**config.mk**
```make
export PLATFORM = sky130hd
export DESIGN_NAME = tmr_ctl_bank
export DESIGN_NICKNAME = d
export VERILOG_FILES = /design/src/rtl/tmr_ctl_pkg.sv /design/src/rtl/tmr_ctl_decode.sv /design/src/rtl/tmr_ctl_bitreg.sv /design/src/rtl/tmr_ctl_datapath.sv /design/src/rtl/tmr_ctl_bank.sv
export SDC_FILE = /design/constraint.sdc
export NUM_CORES = 1
export LEC_CHECK = 0
export BUFFER_PORTS_ARGS = -buffer_cell sky130_fd_sc_hd__buf_2
export CAP_MARGIN = 20
export CELL_PAD_IN_SITES_DETAIL_PLACEMENT = 1
export CELL_PAD_IN_SITES_GLOBAL_PLACEMENT = 2
export CORE_MARGIN = 1
export CORE_UTILIZATION = 35
export DETAILED_ROUTE_END_ITERATION = 10
export PLACE_DENSITY_LB_ADDON = 0.1
export SYNTH_ARGS = -nofsm -noshare
export SYNTH_HDL_FRONTEND = slang
export SYNTH_HIERARCHICAL = 1
export SYNTH_SLANG_ARGS = --single-unit
```
**constraint.sdc**
```tcl
create_clock -name clk -period 4.6 [get_ports clk]
set_clock_uncertainty 0.05 [all_clocks]
set_input_delay 0.92 -clock clk [delete_from_list [all_inputs] [get_ports clk]]
set_output_delay 0.92 -clock clk [all_outputs]
set_load 0.02 [all_outputs]
```
**src/rtl/tmr_ctl_pkg.sv**
```systemverilog
package tmr_ctl_pkg;

  localparam int WORD_W    = 32;
  localparam int HALF_BASE = 16;

  // Byte offsets of the register window
  localparam int OFS_EN_RD   = 'h00;
  localparam int OFS_EN_SET  = 'h04;
  localparam int OFS_EN_CLR  = 'h08;
  localparam int OFS_ST_RD   = 'h0C;
  localparam int OFS_FL_RD   = 'h10;
  localparam int OFS_FL_SET  = 'h14;
  localparam int OFS_FL_CLR  = 'h18;
  localparam int OFS_ST_SET  = 'h1C;
  localparam int OFS_MK_RD   = 'h20;
  localparam int OFS_MK_SET  = 'h24;
  localparam int OFS_MK_CLR  = 'h28;
  localparam int OFS_ST_CLR  = 'h2C;

  typedef struct packed {
    logic enSet;
    logic enClr;
    logic stopSet;
    logic stopClr;
    logic flagSet;
    logic flagClr;
    logic maskSet;
    logic maskClr;
  } wrStrobe_t;

  typedef enum logic [2:0] {
    SEL_NONE = 3'd0,
    SEL_EN   = 3'd1,
    SEL_STOP = 3'd2,
    SEL_FLAG = 3'd3,
    SEL_MASK = 3'd4
  } rdSel_e;

  // Implemented positions of the pending and mask words
  function automatic logic [WORD_W-1:0] irqBits(input int numCh);
    logic [WORD_W-1:0] v;
    v = '0;
    for (int i = 0; i < numCh; i++) begin
      v[i]             = 1'b1;
      v[i + HALF_BASE] = 1'b1;
    end
    return v;
  endfunction

endpackage

```
**src/rtl/tmr_ctl_decode.sv**
```systemverilog
module tmr_ctl_decode
  import tmr_ctl_pkg::*;
#(
  parameter int ADDR_W = 6
) (
  input  logic              wrEn,
  input  logic [ADDR_W-1:0] addr,
  output wrStrobe_t         strb,
  output rdSel_e            rdSel
);

  localparam logic [ADDR_W-1:0] A_EN_RD  = ADDR_W'(OFS_EN_RD);
  localparam logic [ADDR_W-1:0] A_EN_SET = ADDR_W'(OFS_EN_SET);
  localparam logic [ADDR_W-1:0] A_EN_CLR = ADDR_W'(OFS_EN_CLR);
  localparam logic [ADDR_W-1:0] A_ST_RD  = ADDR_W'(OFS_ST_RD);
  localparam logic [ADDR_W-1:0] A_ST_SET = ADDR_W'(OFS_ST_SET);
  localparam logic [ADDR_W-1:0] A_ST_CLR = ADDR_W'(OFS_ST_CLR);
  localparam logic [ADDR_W-1:0] A_FL_RD  = ADDR_W'(OFS_FL_RD);
  localparam logic [ADDR_W-1:0] A_FL_SET = ADDR_W'(OFS_FL_SET);
  localparam logic [ADDR_W-1:0] A_FL_CLR = ADDR_W'(OFS_FL_CLR);
  localparam logic [ADDR_W-1:0] A_MK_RD  = ADDR_W'(OFS_MK_RD);
  localparam logic [ADDR_W-1:0] A_MK_SET = ADDR_W'(OFS_MK_SET);
  localparam logic [ADDR_W-1:0] A_MK_CLR = ADDR_W'(OFS_MK_CLR);

  // Write strobes: only alias offsets produce a strobe
  always_comb begin
    strb = '0;
    if (wrEn) begin
      case (addr)
        A_EN_SET: strb.enSet   = 1'b1;
        A_EN_CLR: strb.enClr   = 1'b1;
        A_ST_SET: strb.stopSet = 1'b1;
        A_ST_CLR: strb.stopClr = 1'b1;
        A_FL_SET: strb.flagSet = 1'b1;
        A_FL_CLR: strb.flagClr = 1'b1;
        A_MK_SET: strb.maskSet = 1'b1;
        A_MK_CLR: strb.maskClr = 1'b1;
        default:  strb = '0;
      endcase
    end
  end

  // Read select: only base offsets return a vector
  always_comb begin
    case (addr)
      A_EN_RD: rdSel = SEL_EN;
      A_ST_RD: rdSel = SEL_STOP;
      A_FL_RD: rdSel = SEL_FLAG;
      A_MK_RD: rdSel = SEL_MASK;
      default: rdSel = SEL_NONE;
    endcase
  end

endmodule

```
**src/rtl/tmr_ctl_bitreg.sv**
```systemverilog
module tmr_ctl_bitreg #(
  parameter int           W       = 8,
  parameter logic [W-1:0] RST_VAL = '0
) (
  input  logic         clk,
  input  logic         rstN,
  input  logic         setStb,
  input  logic         clrStb,
  input  logic [W-1:0] wrBits,
  input  logic [W-1:0] hwSet,
  output logic [W-1:0] q
);

  logic [W-1:0] setMask;
  logic [W-1:0] clrMask;
  logic [W-1:0] qNext;

  assign setMask = setStb ? wrBits : '0;
  assign clrMask = clrStb ? wrBits : '0;
  // Hardware set is applied after the clear so it wins on a collision
  assign qNext   = (q & ~clrMask) | setMask | hwSet;

  always_ff @(posedge clk or negedge rstN) begin
    if (!rstN) q <= RST_VAL;
    else       q <= qNext;
  end

endmodule

```
**src/rtl/tmr_ctl_datapath.sv**
```systemverilog
module tmr_ctl_datapath
  import tmr_ctl_pkg::*;
#(
  parameter int NUM_CH = 8
) (
  input  logic              clk,
  input  logic              rstN,
  input  wrStrobe_t         strb,
  input  rdSel_e            rdSel,
  input  logic [WORD_W-1:0] wrData,
  input  logic [NUM_CH-1:0] fullEvt,
  input  logic [NUM_CH-1:0] halfEvt,
  output logic [NUM_CH-1:0] enVec,
  output logic [NUM_CH-1:0] stopVec,
  output logic [WORD_W-1:0] flagVec,
  output logic [WORD_W-1:0] maskVec,
  output logic [WORD_W-1:0] rdData,
  output logic              irq
);

  localparam logic [WORD_W-1:0] IRQ_VALID = irqBits(NUM_CH);

  logic [NUM_CH-1:0] chanBits;
  logic [WORD_W-1:0] irqWrBits;
  logic [WORD_W-1:0] hwFlagSet;

  assign chanBits  = wrData[NUM_CH-1:0];
  assign irqWrBits = wrData & IRQ_VALID;

  // Event pulses placed at their positions in the pending word
  always_comb begin
    hwFlagSet                        = '0;
    hwFlagSet[NUM_CH-1:0]            = fullEvt;
    hwFlagSet[HALF_BASE +: NUM_CH]   = halfEvt;
  end

  tmr_ctl_bitreg #(.W(NUM_CH), .RST_VAL('0)) u_enReg (
    .clk(clk), .rstN(rstN), .setStb(strb.enSet), .clrStb(strb.enClr),
    .wrBits(chanBits), .hwSet('0), .q(enVec)
  );

  tmr_ctl_bitreg #(.W(NUM_CH), .RST_VAL({NUM_CH{1'b1}})) u_stopReg (
    .clk(clk), .rstN(rstN), .setStb(strb.stopSet), .clrStb(strb.stopClr),
    .wrBits(chanBits), .hwSet('0), .q(stopVec)
  );

  tmr_ctl_bitreg #(.W(WORD_W), .RST_VAL('0)) u_flagReg (
    .clk(clk), .rstN(rstN), .setStb(strb.flagSet), .clrStb(strb.flagClr),
    .wrBits(irqWrBits), .hwSet(hwFlagSet), .q(flagVec)
  );

  tmr_ctl_bitreg #(.W(WORD_W), .RST_VAL(IRQ_VALID)) u_maskReg (
    .clk(clk), .rstN(rstN), .setStb(strb.maskSet), .clrStb(strb.maskClr),
    .wrBits(irqWrBits), .hwSet('0), .q(maskVec)
  );

  always_comb begin
    case (rdSel)
      SEL_EN:   rdData = WORD_W'(enVec);
      SEL_STOP: rdData = WORD_W'(stopVec);
      SEL_FLAG: rdData = flagVec;
      SEL_MASK: rdData = maskVec;
      default:  rdData = '0;
    endcase
  end

  assign irq = |(flagVec & ~maskVec);

endmodule

```
**src/rtl/tmr_ctl_bank.sv**
```systemverilog
module tmr_ctl_bank
  import tmr_ctl_pkg::*;
#(
  parameter int NUM_CH = 8,
  parameter int ADDR_W = 6
) (
  input  logic              clk,
  input  logic              rstN,
  input  logic              wrEn,
  input  logic [ADDR_W-1:0] addr,
  input  logic [31:0]       wrData,
  output logic [31:0]       rdData,
  input  logic [NUM_CH-1:0] fullEvt,
  input  logic [NUM_CH-1:0] halfEvt,
  output logic [NUM_CH-1:0] chanEnable,
  output logic [NUM_CH-1:0] chanStop,
  output logic              irq
);

  wrStrobe_t         strb;
  rdSel_e            rdSel;
  logic [WORD_W-1:0] flagVec;
  logic [WORD_W-1:0] maskVec;

  tmr_ctl_decode #(.ADDR_W(ADDR_W)) u_decode (
    .wrEn(wrEn), .addr(addr), .strb(strb), .rdSel(rdSel)
  );

  tmr_ctl_datapath #(.NUM_CH(NUM_CH)) u_datapath (
    .clk(clk), .rstN(rstN), .strb(strb), .rdSel(rdSel), .wrData(wrData),
    .fullEvt(fullEvt), .halfEvt(halfEvt), .enVec(chanEnable),
    .stopVec(chanStop), .flagVec(flagVec), .maskVec(maskVec),
    .rdData(rdData), .irq(irq)
  );

endmodule

```
==> out/metrics.yaml, run 1 <==
sta:
  max_freq_mhz: 244
  finalCritPeriodShare_pct: 89.0
  hold_viol: 0
  slew_violations: 0
  tightest_slew_ns: 0.848
  layout_min_cycle_time_ns: 4.09
  grt_setup_unrepaired: "no"
  worst_hold_slack_ns: 0.492
  setup_tns_ns: 0
  relSlewSlack_pct: 43.2
  setup_viol: 0
power:
  ir_drop_v: 0.000214
  internal-power_w: 0.00121
  power_switching_share_pct: 23.5
  pwr-share-comb_pct: 6.6
  powerDensity_mw_per_mm2: 288
  leakage_nw: 2.50
  power_frac_clock_pct: 48.6
  seqPwrFrac_pct: 44.8
  power_switching_w: 0.000373
worst_setup_path:
  rr_startpoint: "u_datapath/u_flagReg/q[13]"
  crit_path_max_incr_delay_ns: 0.56
  required_ns: 3.63
  crit_path_end_kind: "output pin"
  rr_worst_depth: 1
  worst_setup_path_start_kind: "input port"
  cp_max_fo: 24
  crit_chain: "buf_2, or4_1, nor3b_1, nor2b_2, nor2b_4, buf_12, a22o_1, buf_2"
  arrival_ns: 3.12
  slowest_stage: "or4_1"
  cp_common_cell: "buf_2"
  crit_type: "input port to output pin"
  r2r-end: "u_datapath/u_flagReg/q[13]"
  r2r_slack_ns: 3.70
cts:
  cts.sink_count: 80
  clk_pin_slew_ns: 0.06
  clk_latency_ns: 0.34
  cts_hold_repair.buffers: 0
  post_cts_resized: 0
  cts_tree: "built"
  cts_setup_buffers: 0
  htreeDepth: 3
  cts_buffers: 9
  clockRootBuffer: "clkbuf_16"
  clock_path_buffers: 2
floorplanning:
  rows: 39
  io_pins: 106
  die_h_um: 112
  die_area_mm2: 0.0124
  initial_core_util_pct: 36.3
  core_region_area_mm2: 0.0116
  die_w_um: 112
global_route:
  grt_pass1_wl_mm: 21.8
  antenna_found_initial: 0
  grt_max_degree: 52
  grt_use_total_pct: 23.2
  grt-ovfl-total: 0
  first_global_vias: 4151
synthesis:
  netlist_area_mm2: 0.00420
  synth-seq-area-share_pct: 48.4
  synth.distinct_cells: 30
  synth-edff-count: 0
  ys_ff_latch: 80
  synth_top_flop_cell: "dfrtp_1"
  synth_warnings: 6
  async_reset_ff_share_pct: 100
  syn-instance-count: 394
  synth_area_per_cell_um2: 10.7
min_path:
  hp-start: "u_datapath/u_maskReg/q[10]"
  worstHoldPathCells: 1
  hp-class: "register to register"
  hold_path_end: "u_datapath/u_maskReg/q[10]"
drt:
  vias: 3822
  wl_mm: 13.6
  drt-initial-drc-count: 163
  drc: 2
  first_pass_iters: 9
  routedWlPerCell_um: 18.1
  ant_nets: 0
  viasPerCell: 5.07
run_status:
  failed_checks: "DRC"
  status: "finished, violations left"
placed_design:
  gp_congestion: 0.734
  hpwl_mm: 9.28
  io_buffer_count: 89
finish:
  nNetsFinal: 663
  n_fill_cell: 1385
  drive_gt1_share_pct: 24.5
  n_antenna_cell: 0
  syn_to_final_growth_pct: 31.1
flow_run:
  drv_cap: 0
[stage by stage]
stage | cell area [um2] | total power, W | util [%] | std cells | setup WS [ns]
global route | 5500 | 0.00165 | 47.6 | 754 | 0.417
global placement | 5190 | 0.000823 | 44.9 | 738 | 0.581
finish | 5500 | 0.00159 | 47.6 | 754 | 0.507
detailed placement | 5190 | 0.000825 | 44.9 | 738 | 0.550
CTS | 5500 | 0.00161 | 47.6 | 754 | 0.533
floorplan | 4680 | 0.000765 | - | 521 | 0.821
[cells in the final DEF (no fill, tap or decap), drive strengths merged, types with 9 or more instances in the layout]
cell,netlist,routed
o22ai,24,24
nand2,80,80
conb,1,128
a221o,80,80
buf,23,101
inv,32,32
a22o,24,24
dfstp,24,24
clkbuf,4,10
nor2,9,9
dfrtp,56,56
[layout make-up]
cell class	instances	area [um2]	area share, %
clock buffer	10	229	4.16
clock inverter	6	83.8	1.52
inverter	32	120	2.18
multi-input combinational	382	2310	42.0
sequential	80	2030	36.9
tap	143	179	3.25
timing repair buffer	101	551	10.0
[flip-flops by register name, summed over array words and instances, names as in the netlist]
| signal | cells |
|---|---|
| u_datapath/u_flagReg/q | 32 |
| u_datapath/u_enReg/q | 8 |
| u_datapath/u_maskReg/q | 32 |
| u_datapath/u_stopReg/q | 8 |
[cell families (layout without fill, tap and decap cells)]
group                  count (synthesis)  in the layout  synth area share [%]
flip-flops                            80             80                  48.4
AO/OA/AOI/OAI                        137            137                  29.4
other                                  1            128                0.0893
multiplexers                           8              8                  1.91
buffers and inverters                 59            149                  8.19
AND/OR/NAND/NOR                      109            109                  12.0
[per-layer routing]
metal	routed length, um	up-vias	GRT usage (%)
li1	-	1820	-
met5	0	-	0
met3	396	16	4.19
met4	189	0	7.75
met1	6350	1911	30.1
met2	6700	75	39.3
[worst max-delay path, delay by kind of cell]
family,cells,cell delay (ns)
AOI/OAI and AO/OA,1,0.23
buffers and inverters,3,0.50
and+or+nand+nor,4,1.45
[worst max-delay path by stage]
| stage | from | to | slack (ns) | cells after the start |
|---|---|---|---|---|
| after global placement | addr[1] | rdData[14] | 0.58 | 8 |
| after floorplan | addr[1] | rdData[10] | 0.82 | 8 |
| final | addr[1] | rdData[14] | 0.51 | 8 |
| after detailed placement | addr[1] | rdData[14] | 0.55 | 8 |
| after global routing | addr[1] | rdData[14] | 0.42 | 8 |
| after CTS | addr[1] | rdData[14] | 0.53 | 8 |
[Yosys cell counts, drive strengths merged, types with 2 or more instances]
| library cell | n | area share, % |
|---|---|---|
| nand2 | 80 | 7.2 |
| clkbuf | 4 | 0.42 |
| inv | 32 | 2.9 |
| dfrtp | 56 | 33 |
| o22ai | 24 | 3.6 |
| or4b | 2 | 0.48 |
| a22oi | 8 | 1.4 |
| nor2 | 9 | 0.80 |
| a22o | 24 | 5.0 |
| or3b | 2 | 0.42 |
| buf | 23 | 4.9 |
| nor2b | 3 | 0.86 |
| mux2i | 8 | 1.9 |
| nand3b | 3 | 0.54 |
| dfstp | 24 | 15 |
| a221o | 80 | 19 |
| nor4 | 4 | 0.60 |
[power groups by stage]
stage | sequential [W] | combinational, W | clock (W)
2_1_floorplan | 0.000723 | 0.0000421 | 0
3_3_place_gp | 0.000723 | 0.000100 | 0
3_5_place_dp | 0.000723 | 0.000102 | 0
4_1_cts | 0.000711 | 0.000103 | 0.000792
5_1_grt | 0.000711 | 0.000118 | 0.000818
6_report | 0.000711 | 0.000104 | 0.000771
(Power assumes the default switching activity.)
==> run 2: changes to the inputs <==
--- a/config.mk
+++ b/config.mk
@@ -5,12 +5,13 @@
 export SDC_FILE = /design/constraint.sdc
 export NUM_CORES = 1
 export LEC_CHECK = 0
+export ABC_AREA = 1
 export BUFFER_PORTS_ARGS = -buffer_cell sky130_fd_sc_hd__buf_2
 export CAP_MARGIN = 20
 export CELL_PAD_IN_SITES_DETAIL_PLACEMENT = 1
 export CELL_PAD_IN_SITES_GLOBAL_PLACEMENT = 2
 export CORE_MARGIN = 1
-export CORE_UTILIZATION = 35
+export CORE_UTILIZATION = 33
 export DETAILED_ROUTE_END_ITERATION = 10
 export PLACE_DENSITY_LB_ADDON = 0.1
 export SYNTH_ARGS = -nofsm -noshare
==> run 2 against run 1 <==
Against the previous run: the flow now finishes without violations; wire length up 7.9%; power fell by 1.8%; sequential share of layout area shrank 3.2 points; utilization down 4.4 points; maximum frequency up 11%; non-clock buffer count decreased by 3; worst setup slack gained 0.42 ns; global-route usage shrank 2.0 points; die area increased by 19%; first-iteration DRC count up 17%; clock-buffer cell count rose by 4; combinational power is 24% higher; critical path type unchanged; largest cell class unchanged.
==> out/metrics.yaml, run 2 <==
finish:
  fin_cells: 1037
  stdcell_area_mm2: 0.00602
  final_cell_mix: "nand2_1 (295), conb_1 (128), buf_2 (88)"
  n_fill_cell: 1898
  drive_gt1_share_pct: 19.7
  syn_to_final_growth_pct: 27.0
  fin_util_pct: 43.2
  nNetsFinal: 909
  n_antenna_cell: 0
  final_common_cell: "nand2_1"
  reg_top3: "u_datapath/u_flagReg/q: 32 flops, u_datapath/u_maskReg/q: 32 flops"
sta:
  setup_viol: 0
  grt_setup_unrepaired: "no"
  setup_tns_ns: 0
  max_freq_mhz: 272
  slew_violations: 0
  finalCritPeriodShare_pct: 79.8
  relSlewSlack_pct: 39.2
  hold_viol: 0
  layout_min_cycle_time_ns: 3.67
  tightest_slew_ns: 0.910
  fin_ws_ns: 0.928
synthesis:
  synth-edff-count: 0
  netlist_area_mm2: 0.00474
  synth_warnings: 6
  synth_top_flop_cell: "dfrtp_1"
  async_reset_ff_share_pct: 100
  synth.most_common_cell: "nand2_1"
  synth_common_cells: "nand2_1 (295), a21oi_1 (80), inv_1 (58), dfrtp_1 (56), nand4_1 (40)"
  synth.area.top_cells: "dfrtp_1 (30%), nand2_1 (23%), dfstp_2 (13%), a21oi_1 (8.4%), nand4_1 (5.3%)"
  yosysTopAreaCell: "dfrtp_1"
  synth.distinct_cells: 23
  synth_top_area_share_pct: 29.6
  ys_ff_latch: 80
  synth_area_per_cell_um2: 7.35
  synth-seq-area-share_pct: 42.8
  syn-instance-count: 645
worst_setup_path:
  crit_type: "input port to output pin"
  arrival_ns: 2.70
  r2r-end: "u_datapath/u_maskReg/q[5]"
  required_ns: 3.63
  rr_worst_depth: 2
  r2r_slack_ns: 3.81
  cp_max_fo: 18
  rr_startpoint: "u_datapath/u_maskReg/q[5]"
  crit_path_end_kind: "output pin"
  worst_setup_path_start_kind: "input port"
placed_design:
  preCtsSetupSlack_ns: 0.908
  place_area_mm2: 0.00573
  placed_cells: 1021
  hpwl_mm: 10.3
  gp_congestion: 0.807
  io_buffer_count: 89
cts:
  htreeDepth: 3
  clockRootBuffer: "clkbuf_16"
  cts_setup_buffers: 0
  cts_buffers: 9
  cts_hold_repair.buffers: 0
  cts.sink_count: 80
  clock_path_buffers: 2
  cts_tree: "built"
  clk_latency_ns: 0.34
  post_cts_resized: 0
  clk_pin_slew_ns: 0.06
drt:
  viasPerCell: 4.62
  drt-initial-drc-count: 190
  ant_nets: 0
  drc: 0
  first_pass_iters: 4
  routedWlPerCell_um: 14.2
  wl_mm: 14.7
  vias: 4792
run_status:
  status: "complete, no violations"
global_route:
  grt_max_degree: 53
  gr-usage-met1_pct: 27.1
  grt.met3_usage_pct: 3.04
  grt_use_met2_pct: 36.4
  grt-ovfl-total: 0
  grt_use_total_pct: 21.2
  grt_pass1_wl_mm: 24.3
  busiest_layer: "met2"
  first_global_vias: 4982
  antenna_found_initial: 0
flow_run:
  drv_cap: 0
min_path:
  hp-start: "u_datapath/u_maskReg/q[17]"
  worstHoldPathCells: 2
  hp-class: "register to register"
  hold_path_end: "u_datapath/u_maskReg/q[17]"
floorplanning:
  rows: 43
  initial_core_util_pct: 34.0
  die_w_um: 122
  die_h_um: 122
  die_area_mm2: 0.0149
  io_pins: 106
  core_region_area_mm2: 0.0139
power:
  power_switching_w: 0.000387
  powerDensity_mw_per_mm2: 259
  internal-power_w: 0.00117
  pwr-share-comb_pct: 8.3
  power_switching_share_pct: 24.8
  ir_drop_v: 0.000156
  leakage_nw: 3.53
  seqPwrFrac_pct: 45.6
  power_frac_clock_pct: 46.1
## run 2: per-stage QoR
stage / power, W / hold slack (ns)
final: 0.00156 / 0.418
after detailed placement: 0.000849 / 0.408
after global placement: 0.000845 / 0.405
after global routing: 0.00163 / 0.433
after CTS: 0.00158 / 0.420
after floorplan: 0.000787 / 0.396
## run 2: metal layers
| metal | vias to the layer above | wire (um) | share of wire (%) |
|---|---|---|---|
| li1 | 2368 | - | - |
| met3 | 15 | 537 | 3.7 |
| met2 | 100 | 7250 | 49 |
| met5 | - | 0 | 0 |
| met1 | 2309 | 6710 | 46 |
| met4 | 0 | 206 | 1.4 |
## run 2: worst max path at each step
stage,from,to,slack (ns),cells after the start
after floorplan,addr[1],rdData[4],1.71,8
after global placement,addr[1],rdData[10],0.95,9
after detailed placement,addr[1],rdData[10],0.91,9
after CTS,addr[1],rdData[10],0.91,9
after global routing,addr[1],rdData[28],0.80,9
final,addr[1],rdData[11],0.93,9
## run 2: power groups by stage
stage	logic [W]	clock network, W	registers, W
2_1_floorplan	0.0000644	0	0.000723
3_3_place_gp	0.000122	0	0.000722
3_5_place_dp	0.000126	0	0.000722
4_1_cts	0.000127	0.000743	0.000710
5_1_grt	0.000149	0.000766	0.000710
6_report	0.000129	0.000719	0.000710
## run 2: cells by family after synthesis
group / count (synthesis) / synth area share (%)
and+or+nand+nor: 366 / 32.1
AOI/OAI and AO/OA: 107 / 14.6
DFF: 80 / 42.8
other: 1 / 0.0791
buffers and inverters: 91 / 10.4
## run 2: critical path, cell delays in order
cell	delay, ns
buf_2	0.11
nor2_4	0.17
nand2_1	0.09
nor2_1	0.35
inv_4	0.18
nand3_4	0.19
buf_4	0.36
o22ai_2	0.13
buf_2	0.18
## run 2: final cells by class
| cell class | instances | area (um2) | area share [%] |
|---|---|---|---|
| Sequential cell | 80 | 2030 | 33.7 |
| Timing Repair Buffer | 98 | 515 | 8.56 |
| Tap cell | 180 | 225 | 3.74 |
| Multi-Input combinational cell | 601 | 2710 | 45.0 |
| Clock buffer | 14 | 284 | 4.72 |
| Inverter | 62 | 245 | 4.07 |
| Clock inverter | 2 | 12.5 | 0.208 |
